<file path="src/rtl/shadowPkg.sv">
package shadowPkg;

  typedef enum logic [2:0] {
    S_IDLE,
    S_GRACE,
    S_STORE,
    S_LOCK,
    S_RECALL
  } seqState_t;

  typedef enum logic [1:0] {
    D_GRACE,
    D_STORE,
    D_PWRREC,
    D_SWREC
  } durSel_t;

  // strobes from the sequencer control to the datapath
  typedef struct packed {
    logic    loadCnt;
    durSel_t durSel;
    logic    stepCnt;
    logic    clrDirty;
    logic    saveAuto;
    logic    restoreAuto;
    logic    clrRecallNeed;
  } ctlStrobe_t;

endpackage

</file>
<file path="src/rtl/shadowDp.sv">
module shadowDp
  import shadowPkg::*;
#(
  parameter int GRACE_CYC        = 4,
  parameter int STORE_CYC        = 8,
  parameter int PWRUP_RECALL_CYC = 6,
  parameter int SW_RECALL_CYC    = 3
) (
  input  logic       clk,
  input  logic       rstN,
  input  ctlStrobe_t strobe,
  input  logic       sramWrDone,
  input  logic       autoOffReq,
  input  logic       autoOnReq,
  input  logic       supplyLow,
  output logic       cntZero,
  output logic       dirty,
  output logic       autoEn,
  output logic       recallNeed
);

  // durations are clamped to at least one cycle
  localparam int GRACE_N  = (GRACE_CYC < 1) ? 1 : GRACE_CYC;
  localparam int STORE_N  = (STORE_CYC < 1) ? 1 : STORE_CYC;
  localparam int PWRREC_N = (PWRUP_RECALL_CYC < 1) ? 1 : PWRUP_RECALL_CYC;
  localparam int SWREC_N  = (SW_RECALL_CYC < 1) ? 1 : SW_RECALL_CYC;
  localparam int MAX_A    = (GRACE_N > STORE_N) ? GRACE_N : STORE_N;
  localparam int MAX_B    = (PWRREC_N > SWREC_N) ? PWRREC_N : SWREC_N;
  localparam int MAX_N    = (MAX_A > MAX_B) ? MAX_A : MAX_B;
  localparam int CNT_W    = $clog2(MAX_N + 1);

  logic [CNT_W-1:0] cnt;
  logic [CNT_W-1:0] loadVal;
  logic             autoSaved;

  always_comb begin
    case (strobe.durSel)
      D_GRACE:  loadVal = CNT_W'(GRACE_N - 1);
      D_STORE:  loadVal = CNT_W'(STORE_N - 1);
      D_PWRREC: loadVal = CNT_W'(PWRREC_N - 1);
      default:  loadVal = CNT_W'(SWREC_N - 1);
    endcase
  end

  // phase timer: a loaded value N-1 gives a phase of N cycles
  always_ff @(posedge clk or negedge rstN) begin
    if (!rstN) begin
      cnt <= '0;
    end else if (strobe.loadCnt) begin
      cnt <= loadVal;
    end else if (strobe.stepCnt && (cnt != '0)) begin
      cnt <= cnt - 1'b1;
    end
  end

  assign cntZero = (cnt == '0);

  // written-since-last-transfer flag; clearing wins over a late write
  always_ff @(posedge clk or negedge rstN) begin
    if (!rstN) begin
      dirty <= 1'b0;
    end else if (strobe.clrDirty) begin
      dirty <= 1'b0;
    end else if (sramWrDone) begin
      dirty <= 1'b1;
    end
  end

  // automatic store setting: live copy and shadow copy
  always_ff @(posedge clk or negedge rstN) begin
    if (!rstN) begin
      autoEn    <= 1'b1;
      autoSaved <= 1'b1;
    end else begin
      if (strobe.saveAuto) begin
        autoSaved <= autoEn;
      end
      if (strobe.restoreAuto) begin
        autoEn <= autoSaved;
      end else if (autoOffReq) begin
        autoEn <= 1'b0;
      end else if (autoOnReq) begin
        autoEn <= 1'b1;
      end
    end
  end

  // a supply-recovery recall is owed after reset and after any low period
  always_ff @(posedge clk or negedge rstN) begin
    if (!rstN) begin
      recallNeed <= 1'b1;
    end else if (supplyLow) begin
      recallNeed <= 1'b1;
    end else if (strobe.clrRecallNeed) begin
      recallNeed <= 1'b0;
    end
  end

  a_r1_dirty_clears : assert property (@(posedge clk) disable iff (!rstN)
    strobe.clrDirty |=> !dirty);

  a_r10_restore_from_shadow : assert property (@(posedge clk) disable iff (!rstN)
    strobe.restoreAuto |=> (autoEn == $past(autoSaved)));

endmodule

</file>
<file path="src/rtl/shadowCtl.sv">
module shadowCtl
  import shadowPkg::*;
(
  input  logic       clk,
  input  logic       rstN,
  input  logic       hwReqN,
  input  logic       supplyLow,
  input  logic       swStorePulse,
  input  logic       swRecallPulse,
  input  logic       cntZero,
  input  logic       dirty,
  input  logic       autoEn,
  input  logic       recallNeed,
  output ctlStrobe_t strobe,
  output logic       busyOutEn,
  output logic       rdInhibit,
  output logic       wrInhibit,
  output logic       xferStart,
  output logic       xferDone,
  output logic       xferIsRecall
);

  seqState_t state, nxt;
  logic prevHwN, prevLow;
  logic isManual, manualNxt;
  logic isPwrRec, pwrRecNxt;
  logic startSet, doneSet;
  logic xferStartQ, xferDoneQ;
  logic hwTrig, autoTrig, swTrig;

  assign hwTrig   = prevHwN & ~hwReqN & dirty & ~supplyLow;
  assign autoTrig = supplyLow & ~prevLow & autoEn & dirty;
  assign swTrig   = swStorePulse & ~supplyLow;

  always_comb begin
    nxt       = state;
    strobe    = '0;
    strobe.durSel = D_GRACE;
    startSet  = 1'b0;
    doneSet   = 1'b0;
    manualNxt = isManual;
    pwrRecNxt = isPwrRec;
    case (state)
      S_IDLE: begin
        if (recallNeed && !supplyLow) begin
          nxt                  = S_RECALL;
          strobe.loadCnt       = 1'b1;
          strobe.durSel        = D_PWRREC;
          strobe.clrRecallNeed = 1'b1;
          pwrRecNxt            = 1'b1;
          startSet             = 1'b1;
        end else if (swTrig || autoTrig) begin
          nxt            = S_STORE;
          strobe.loadCnt = 1'b1;
          strobe.durSel  = D_STORE;
          manualNxt      = swTrig | hwTrig;
          startSet       = 1'b1;
        end else if (hwTrig) begin
          nxt            = S_GRACE;
          strobe.loadCnt = 1'b1;
          strobe.durSel  = D_GRACE;
          manualNxt      = 1'b1;
        end else if (swRecallPulse && !supplyLow) begin
          nxt            = S_RECALL;
          strobe.loadCnt = 1'b1;
          strobe.durSel  = D_SWREC;
          pwrRecNxt      = 1'b0;
          startSet       = 1'b1;
        end
      end
      S_GRACE: begin
        if (cntZero) begin
          nxt            = S_STORE;
          strobe.loadCnt = 1'b1;
          strobe.durSel  = D_STORE;
          startSet       = 1'b1;
        end else begin
          strobe.stepCnt = 1'b1;
        end
      end
      S_STORE: begin
        if (cntZero) begin
          nxt             = S_LOCK;
          strobe.clrDirty = 1'b1;
          strobe.saveAuto = isManual;
          doneSet         = 1'b1;
        end else begin
          strobe.stepCnt = 1'b1;
        end
      end
      S_LOCK: begin
        if (hwReqN) begin
          nxt = S_IDLE;
        end
      end
      S_RECALL: begin
        if (cntZero) begin
          nxt                = S_IDLE;
          strobe.clrDirty    = 1'b1;
          strobe.restoreAuto = isPwrRec;
          doneSet            = 1'b1;
        end else begin
          strobe.stepCnt = 1'b1;
        end
      end
      default: nxt = S_IDLE;
    endcase
  end

  always_ff @(posedge clk or negedge rstN) begin
    if (!rstN) begin
      state      <= S_IDLE;
      prevHwN    <= 1'b1;
      prevLow    <= 1'b1;
      isManual   <= 1'b0;
      isPwrRec   <= 1'b0;
      xferStartQ <= 1'b0;
      xferDoneQ  <= 1'b0;
    end else begin
      state      <= nxt;
      prevHwN    <= hwReqN;
      prevLow    <= supplyLow;
      isManual   <= manualNxt;
      isPwrRec   <= pwrRecNxt;
      xferStartQ <= startSet;
      xferDoneQ  <= doneSet;
    end
  end

  assign busyOutEn    = (state == S_STORE);
  assign xferIsRecall = (state == S_RECALL);
  assign rdInhibit    = supplyLow | (state == S_STORE) | (state == S_LOCK) |
                        (state == S_RECALL);
  assign wrInhibit    = rdInhibit | ~hwReqN | (state == S_GRACE);
  assign xferStart    = xferStartQ;
  assign xferDone     = xferDoneQ;

  a_r4_lock_until_release : assert property (@(posedge clk) disable iff (!rstN)
    (state == S_LOCK && !hwReqN) |=> (state == S_LOCK));

  a_r3_done_after_busy : assert property (@(posedge clk) disable iff (!rstN)
    $fell(busyOutEn) |-> xferDone);

  a_r11_single_start : assert property (@(posedge clk) disable iff (!rstN)
    xferStart |=> !xferStart);

  a_r2_grace_leads_store : assert property (@(posedge clk) disable iff (!rstN)
    (state == S_GRACE && cntZero) |=> busyOutEn);

endmodule

</file>
<file path="src/rtl/shadowXferCtl.sv">
module shadowXferCtl
  import shadowPkg::*;
#(
  parameter int GRACE_CYC        = 4,
  parameter int STORE_CYC        = 8,
  parameter int PWRUP_RECALL_CYC = 6,
  parameter int SW_RECALL_CYC    = 3
) (
  input  logic clk,
  input  logic rstN,
  input  logic hwReqN,
  input  logic supplyLow,
  input  logic swStorePulse,
  input  logic swRecallPulse,
  input  logic sramWrDone,
  input  logic autoOffReq,
  input  logic autoOnReq,
  output logic busyOutEn,
  output logic busyOutVal,
  output logic rdInhibit,
  output logic wrInhibit,
  output logic xferStart,
  output logic xferDone,
  output logic xferIsRecall
);

  ctlStrobe_t strobe;
  logic cntZero, dirty, autoEn, recallNeed;

  shadowCtl uCtl (
    .clk          (clk),
    .rstN         (rstN),
    .hwReqN       (hwReqN),
    .supplyLow    (supplyLow),
    .swStorePulse (swStorePulse),
    .swRecallPulse(swRecallPulse),
    .cntZero      (cntZero),
    .dirty        (dirty),
    .autoEn       (autoEn),
    .recallNeed   (recallNeed),
    .strobe       (strobe),
    .busyOutEn    (busyOutEn),
    .rdInhibit    (rdInhibit),
    .wrInhibit    (wrInhibit),
    .xferStart    (xferStart),
    .xferDone     (xferDone),
    .xferIsRecall (xferIsRecall)
  );

  shadowDp #(
    .GRACE_CYC       (GRACE_CYC),
    .STORE_CYC       (STORE_CYC),
    .PWRUP_RECALL_CYC(PWRUP_RECALL_CYC),
    .SW_RECALL_CYC   (SW_RECALL_CYC)
  ) uDp (
    .clk       (clk),
    .rstN      (rstN),
    .strobe    (strobe),
    .sramWrDone(sramWrDone),
    .autoOffReq(autoOffReq),
    .autoOnReq (autoOnReq),
    .supplyLow (supplyLow),
    .cntZero   (cntZero),
    .dirty     (dirty),
    .autoEn    (autoEn),
    .recallNeed(recallNeed)
  );

  // open-drain busy: only ever pulls low, a pull-up supplies the high level
  assign busyOutVal = 1'b0;

  a_r7_supply_inhibit : assert property (@(posedge clk) disable iff (!rstN)
    supplyLow |-> (rdInhibit && wrInhibit));

  a_r3_busy_inhibits : assert property (@(posedge clk) disable iff (!rstN)
    busyOutEn |-> (rdInhibit && wrInhibit && !xferIsRecall));

  a_r1_done_leaves_clean : assert property (@(posedge clk) disable iff (!rstN)
    xferDone |-> !dirty);

endmodule

</file>
<file path="config.mk">
export PLATFORM = sky130hd
export DESIGN_NAME = shadowXferCtl
export DESIGN_NICKNAME = d
export VERILOG_FILES = /design/src/rtl/shadowPkg.sv /design/src/rtl/shadowDp.sv /design/src/rtl/shadowCtl.sv /design/src/rtl/shadowXferCtl.sv
export SDC_FILE = /design/constraint.sdc
export NUM_CORES = 1
export LEC_CHECK = 0
export ABC_CLOCK_PERIOD_IN_PS = 4100
export BUFFER_PORTS_ARGS = -buffer_cell sky130_fd_sc_hd__buf_2
export CAP_MARGIN = 5
export CORE_MARGIN = 5
export CORE_UTILIZATION = 45
export CTS_CLUSTER_SIZE = 20
export DETAILED_ROUTE_END_ITERATION = 8
export HOLD_SLACK_MARGIN = 0.12
export PLACE_DENSITY = 0.65
export SETUP_SLACK_MARGIN = 0.15
export SYNTH_ARGS = -nofsm -noshare
export SYNTH_HDL_FRONTEND = slang
export SYNTH_SLANG_ARGS = --single-unit
</file>
<file path="constraint.sdc">
create_clock -name clk -period 4.1 [get_ports clk]
set_clock_uncertainty 0.1 [all_clocks]
set_input_delay 0.205 -clock clk [delete_from_list [all_inputs] [get_ports clk]]
set_output_delay 0.205 -clock clk [all_outputs]
set_load 0.05 [all_outputs]
</file>
==> impl_metrics.toml, run 1 <==
[setup_path]
end_kind = "output port"
cp_max_fo = 13
worstPathRequired_ns = 3.80
rr_worst_depth = 6
r2r-end = "uCtl.state[1]"
setup.worst_path.start = "uCtl.state[1]"
crit_type = "reg2out"
r2r_start = "uDp.cnt[0]"
critPathArrivalTime_ns = 1.80
cp-start-kind = "register"
rrSetupSlack_ns = 2.02
critPathCapture = "wrInhibit"

[die]
die_x_um = 58.5
die-area_um2 = 3430
io_pins = 16
initial_utilization_pct = 47.5
die_h_um = 58.5
rows = 17
coreArea_um2 = 2230

[yosys]
ys_types = 45
ys_async_sr_fraction_pct = 100
synth_nets = 117
syn-cell-area_um2 = 1060
synth_area_per_cell_um2 = 10.0
yosysSeqAreaShare_pct = 40.7
synth_warnings = 0
netlist_instances = 106
ys_ff_latch = 17
synth_edf_count = 0
synthFlopType = "dfrtp_1"

[cts]
cts_tree = "done"
clk_latency_ns = 0.29
clock_path_buffers = 2
clk_pin_slew_ns = 0.10
numCtsBuffers = 3
cts.sinks = 17
cts-root-buf = "clkbuf_4"
post_cts_resize_count = 0
htree_levels = 1

[route]
drt-initial-drc-count = 17
antenna_left = 0
routed-via-count = 827
post_drt_wl_per_cell_um = 14.9
drc_errors = 0
via_per_inst = 5.55
dr.pass1.iters = 4
drt_wl_total_mm = 2.22

[cells_and_area]
antennaDiodeCount = 0
drive_gt1_share_pct = 25.6
fin_nets = 133
final_util_pct = 52.0
syn2layout_area_growth_pct = 9.56
final_cell_count_no_fill = 149

[sta]
finalSetupViolCount = 0
grt_setup_unrepaired = "false"
max-slew-margin-rel_pct = 64.2
hold_viol = 0
holdWs_ns = 0.212
min_period_ns = 2.11
fmax_ghz = 0.475
finalCritPeriodShare_pct = 51.3
setup_tns_ns = 0
finalMaxSlewViolations = 0
tightest_slew_ns = 0.536

[power_and_ir_drop]
power_switching_uw = 405
seqPwrFrac_pct = 36.7
p_leak_nw = 0.519
swShare_pct = 47.8
ir_drop_mv = 0.362
p_per_area_nw_per_um2 = 729
p_int_uw = 441
clock_power_share_pct = 10.5
power_uw = 846
combPwrFrac_pct = 52.8

[outcome]
status = "complete, no violations"

[global_route]
grt_max_degree = 18
antenna_found_initial = 0
grt_pass1_vias = 748
grtUsageTotal_pct = 13.8
grt_pass1_wl_mm = 3.48
globalRoute.totalOverflow = 0

[worst_hold_path]
hold_path.class = "in2reg"

[placement]
place_hpwl_mm = 1.71
port_buffers = 14
gp_congestion = 0.878
dp.cells = 140

[flow_run]
cap_violations = 0
-- worst min path at each step --
stage | startpoint | endpoint | slack (ns) | cells past startpoint
6_report | swStorePulse | uCtl.xferStart | 0.21 | 4
5_1_grt | swStorePulse | uCtl.xferStart | 0.22 | 4
4_1_cts | swStorePulse | uCtl.xferStart | 0.20 | 4
3_5_place_dp | rstN | uDp.dirty | 0.05 | 1
3_3_place_gp | rstN | uDp.dirty | 0.05 | 1
2_1_floorplan | rstN | uCtl.isManual | -0.19 | 0
-- cell usage in the layout (no fill, tap or decap), types with 2 or more instances in the layout --
| master | n |
|---|---|
| clkbuf_4 | 3 |
| buf_2 | 14 |
| nand3b_1 | 5 |
| xor2_1 | 2 |
| nor2_1 | 8 |
| dfrtp_1 | 12 |
| inv_1 | 7 |
| nand2_1 | 6 |
| nand3_1 | 3 |
| o41ai_1 | 3 |
| nor4_1 | 2 |
| dfstp_2 | 5 |
| o21ai_0 | 6 |
| or3_1 | 2 |
| a21oi_1 | 6 |
| mux2_2 | 2 |
| ha_1 | 2 |
| a21o_1 | 2 |
| dlygate4sd3_1 | 5 |
-- sequential cells by signal, summed over array words and instances, names as in the netlist --
register,count
uCtl.isManual,1
uCtl.isPwrRec,1
uCtl.prevHwN,1
uCtl.prevLow,1
uCtl.state,3
uCtl.xferDone,1
uCtl.xferStart,1
uDp.autoEn,1
uDp.autoSaved,1
uDp.cnt,4
uDp.dirty,1
uDp.recallNeed,1
-- power groups by stage --
stage / combinational, mW / clock, mW / sequential, mW
after global routing: 0.487 / 0.103 / 0.322
after detailed placement: 0.444 / 0 / 0.311
after floorplan: 0.417 / 0 / 0.287
after global placement: 0.440 / 0 / 0.309
final: 0.446 / 0.0889 / 0.310
after CTS: 0.448 / 0.0948 / 0.308
-- metal layers --
layer	GRT usage, %	part of all wire, %	vias up
met5	0	0	-
met4	3.31	1.7	0
met3	4.82	4.5	4
met2	21.1	44	15
met1	18.8	49	389
li1	-	-	419
-- critical path: stages, from the launching register on --
cell and delay (ns):
dfrtp_1 0.55, or3_1 0.57, nand2_1 0.10, nand3b_1 0.07
buf_2 0.21
-- Yosys cell counts (2+ instances only) --
cell type | instances | area [µm²]
a21o_1 | 2 | 15.0
a21oi_1 | 6 | 30.0
buf_6 | 5 | 56.3
dfrtp_1 | 12 | 300
dfstp_2 | 5 | 131
ha_1 | 2 | 25.0
inv_1 | 7 | 26.3
mux2_2 | 2 | 22.5
nand2_1 | 6 | 22.5
nand3_1 | 3 | 15.0
nand3b_1 | 5 | 37.5
nor2_1 | 8 | 30.0
nor4_1 | 2 | 12.5
o21ai_0 | 6 | 30.0
o41ai_1 | 3 | 26.3
or3_1 | 2 | 12.5
xor2_1 | 2 | 17.5
-- cells by family (layout without fill, tap and decap cells) --
group,Yosys count,count (layout),synth area share [%]
xor+xnor,3,3,2.48
fa+ha+maj,2,2,2.36
buf+inv,15,30,10.2
flops,17,17,40.7
compound gates,31,31,21.5
mux,2,2,2.12
other cells,1,1,0.354
simple gates,35,35,20.3
-- metrics by stage --
stage          setup slack [ns]  cell area [µm²]
4_1_cts                    2.00             1160
3_3_place_gp               2.11             1080
2_1_floorplan              1.95             1060
3_5_place_dp               2.04             1080
6_report                   1.99             1160
5_1_grt                    1.90             1160
-- layout make-up --
type | instances | area [µm²]
multi-input cells | 74 | 520
clock inverters | 1 | 5.00
well taps | 28 | 35.0
flip-flops and latches | 17 | 432
repair buffers | 19 | 120
clock buffers | 3 | 22.5
fillers | 198 | 1070
inverters | 7 | 26.3
-- what timing repair did --
action,4_1_cts,5_1_grt
hold buffers,5,0
endpoints found under the hold margin,21,0
buffers inserted,0,0
No activity file was read; power rests on OpenSTA's default activity.
==> run 2: changes to the inputs <==
Settings changed: ABC_AREA set to 1, ABC_CLOCK_PERIOD_IN_PS 4100 to 1900, PLACE_DENSITY 0.65 to 0.68.
Clock period 4.1 ns to 1.9 ns, I/O delays scaled along.
==> run 2 against run 1 <==
Via count up 7.5%. Routed wire length down 6.0%. Synthesized cell count up 25%. Power up 120%. Critical path type unchanged. Largest cell class unchanged.
==> impl_metrics.toml, run 2 <==
[yosys]
ys_types = 28
syn-cell-area_um2 = 1020
synth_top_cell_by_area = "dfrtp_1"
netlist_instances = 132
synthFlopType = "dfrtp_1"
yosysMostFrequentCell = "nand2_1"
ys_async_sr_fraction_pct = 100
ys_ff_latch = 17
synth_area_per_cell_um2 = 7.73
synth_warnings = 0
yosysSeqAreaShare_pct = 42.3
ys_top_cells_by_area = "dfrtp_1 (29%), dfstp_2 (13%), nand2_1 (12%), nand3_1 (6.9%), inv_1 (6.6%)"
synth_top_cell_area_share_pct = 29.4
synth_edf_count = 0
synth_common_cells = "nand2_1 (32), inv_1 (18), nand3_1 (14)"
synth_nets = 143

[route]
via_per_inst = 4.83
drt_wl_total_mm = 2.09
drc_errors = 0
routed-via-count = 889
post_drt_wl_per_cell_um = 11.4
antenna_left = 0
dr.pass1.iters = 4
drt-initial-drc-count = 13

[die]
coreArea_um2 = 2190
die_h_um = 57.6
io_pins = 16
initial_utilization_pct = 46.6
rows = 17
die_x_um = 57.6
die-area_um2 = 3320

[cts]
clk_pin_slew_ns = 0.09
cts_tree = "done"
numCtsBuffers = 3
cts.sinks = 17
clock_path_buffers = 2
cts-root-buf = "clkbuf_4"
htree_levels = 1
clk_latency_ns = 0.29

[global_route]
grtUsageTotal_pct = 14.3
antenna_found_initial = 0
globalRoute.totalOverflow = 0
grt_max_degree = 18
grt_pass1_wl_mm = 3.73
grt_pass1_vias = 888

[cells_and_area]
fin_nets = 168
final_cell_mix = "nand2_1 (31), inv_1 (17), nand3_1 (14)"
largest_reg_flops = 4
final_cell_area_um2 = 1220
final_common_cell = "nand2_1"
top_regs = "uDp.cnt: 4 flops, uCtl.state: 3 flops"
drive_gt1_share_pct = 29.5
antennaDiodeCount = 0
max_flop_register = "uDp.cnt"
syn2layout_area_growth_pct = 20.0

[sta]
fmax_ghz = 0.615
min_period_ns = 1.63
finalSetupViolCount = 0
grt_setup_unrepaired = "false"
holdWs_ns = 0.126
setup_tns_ns = 0
finalCritPeriodShare_pct = 85.6
finalMaxSlewViolations = 0
hold_viol = 0

[setup_path]
rr_worst_depth = 9
critPathArrivalTime_ns = 1.43
r2r_start = "uCtl.state[1]"
rrSetupSlack_ns = 0.32
cp_max_fo = 4
r2r-end = "uDp.cnt[0]"
critPathCapture = "wrInhibit"
worstPathRequired_ns = 1.70
crit_type = "reg2out"
cp-start-kind = "register"
end_kind = "output port"
setup.worst_path.start = "uCtl.state[0]"

[power_and_ir_drop]
p_leak_nw = 0.662
power_mw = 1.83
combPwrFrac_pct = 56.9
seqPwrFrac_pct = 32.9
swShare_pct = 48.5
ir_drop_mv = 0.945
power_switching_uw = 890
p_per_area_nw_per_um2 = 1500
clock_power_share_pct = 10.2
p_int_uw = 944

[worst_hold_path]
min_path_cells = 5
hold_path.class = "in2reg"

[outcome]
status = "complete, no violations"

[flow_run]
cap_violations = 0

[placement]
gp_congestion = 0.802
dpl_cell_area_um2 = 1110
port_buffers = 14
place_hpwl_mm = 1.63
==> run 2: cell type report <==
type | count | area [µm²]
clock buffer | 3 | 22.5
sequential | 17 | 432
inverter | 21 | 78.8
timing repair buffer | 22 | 150
clock inverter | 1 | 5.00
tap | 28 | 35.0
multi-input combinational | 92 | 502
fill | 203 | 966
==> run 2: cells by family after synthesis <==
kind of cell               synth area share (%)
AOI/OAI and AO/OA                          7.35
buffers and inverters                      9.56
adders and majority gates                  2.45
xor gates and xnor gates                   1.72
DFF                                        42.3
muxes                                      1.10
other                                     0.367
and+or+nand+nor                            35.2
==> run 2: worst min path at each step <==
stage | from | to | slack [ns]
finish | swRecallPulse | uCtl.xferStart | 0.13
global route | rstN | uCtl.state[0] | 0.17
CTS | swRecallPulse | uCtl.xferStart | 0.12
detailed placement | rstN | uCtl.state[0] | -0.07
global placement | rstN | uCtl.state[0] | -0.07
floorplan | rstN | uCtl.isManual | -0.30
==> run 2: power groups by stage <==
stage	logic, mW	registers [mW]	clock network (mW)
4_1_cts	1.02	0.605	0.194
6_report	1.04	0.604	0.187
3_3_place_gp	0.985	0.605	0
3_5_place_dp	1.00	0.611	0
5_1_grt	1.18	0.618	0.215
2_1_floorplan	0.764	0.637	0
==> run 2: what timing repair did <==
action	in CTS	in global routing
gates resized for setup	1	6
hold endpoints to repair	22	0
setup endpoints to repair	1	4
cloned	0	0
hold buffers	6	0
buffers inserted	0	2
==> run 2: metal layers <==
metal / global-route usage [%] / vias up / part of all wire (%)
met3: 5.57 / 2 / 6.1
met1: 17.3 / 408 / 47
met5: 0 / - / 0
li1: - / 462 / -
met4: 3.64 / 0 / 0.81
met2: 23.9 / 17 / 46
==> run 2: per-stage QoR <==
stage / cells / setup WS, ns / util (%)
finish: 184 / 0.273 / 55.9
global route: 184 / 0.162 / 55.9
CTS: 182 / 0.176 / 54.8
detailed placement: 172 / 0.270 / 50.5
global placement: 172 / 0.331 / 50.5
floorplan: 132 / 0.247 / -
==> run 2: worst max-delay path: stages, from the launching register on <==
cell and delay [ns]:
dfrtp_1 0.41, nor2_1 0.08, nand2_1 0.14, inv_2 0.07
nor3_2 0.14, nand3_1 0.09, buf_4 0.20
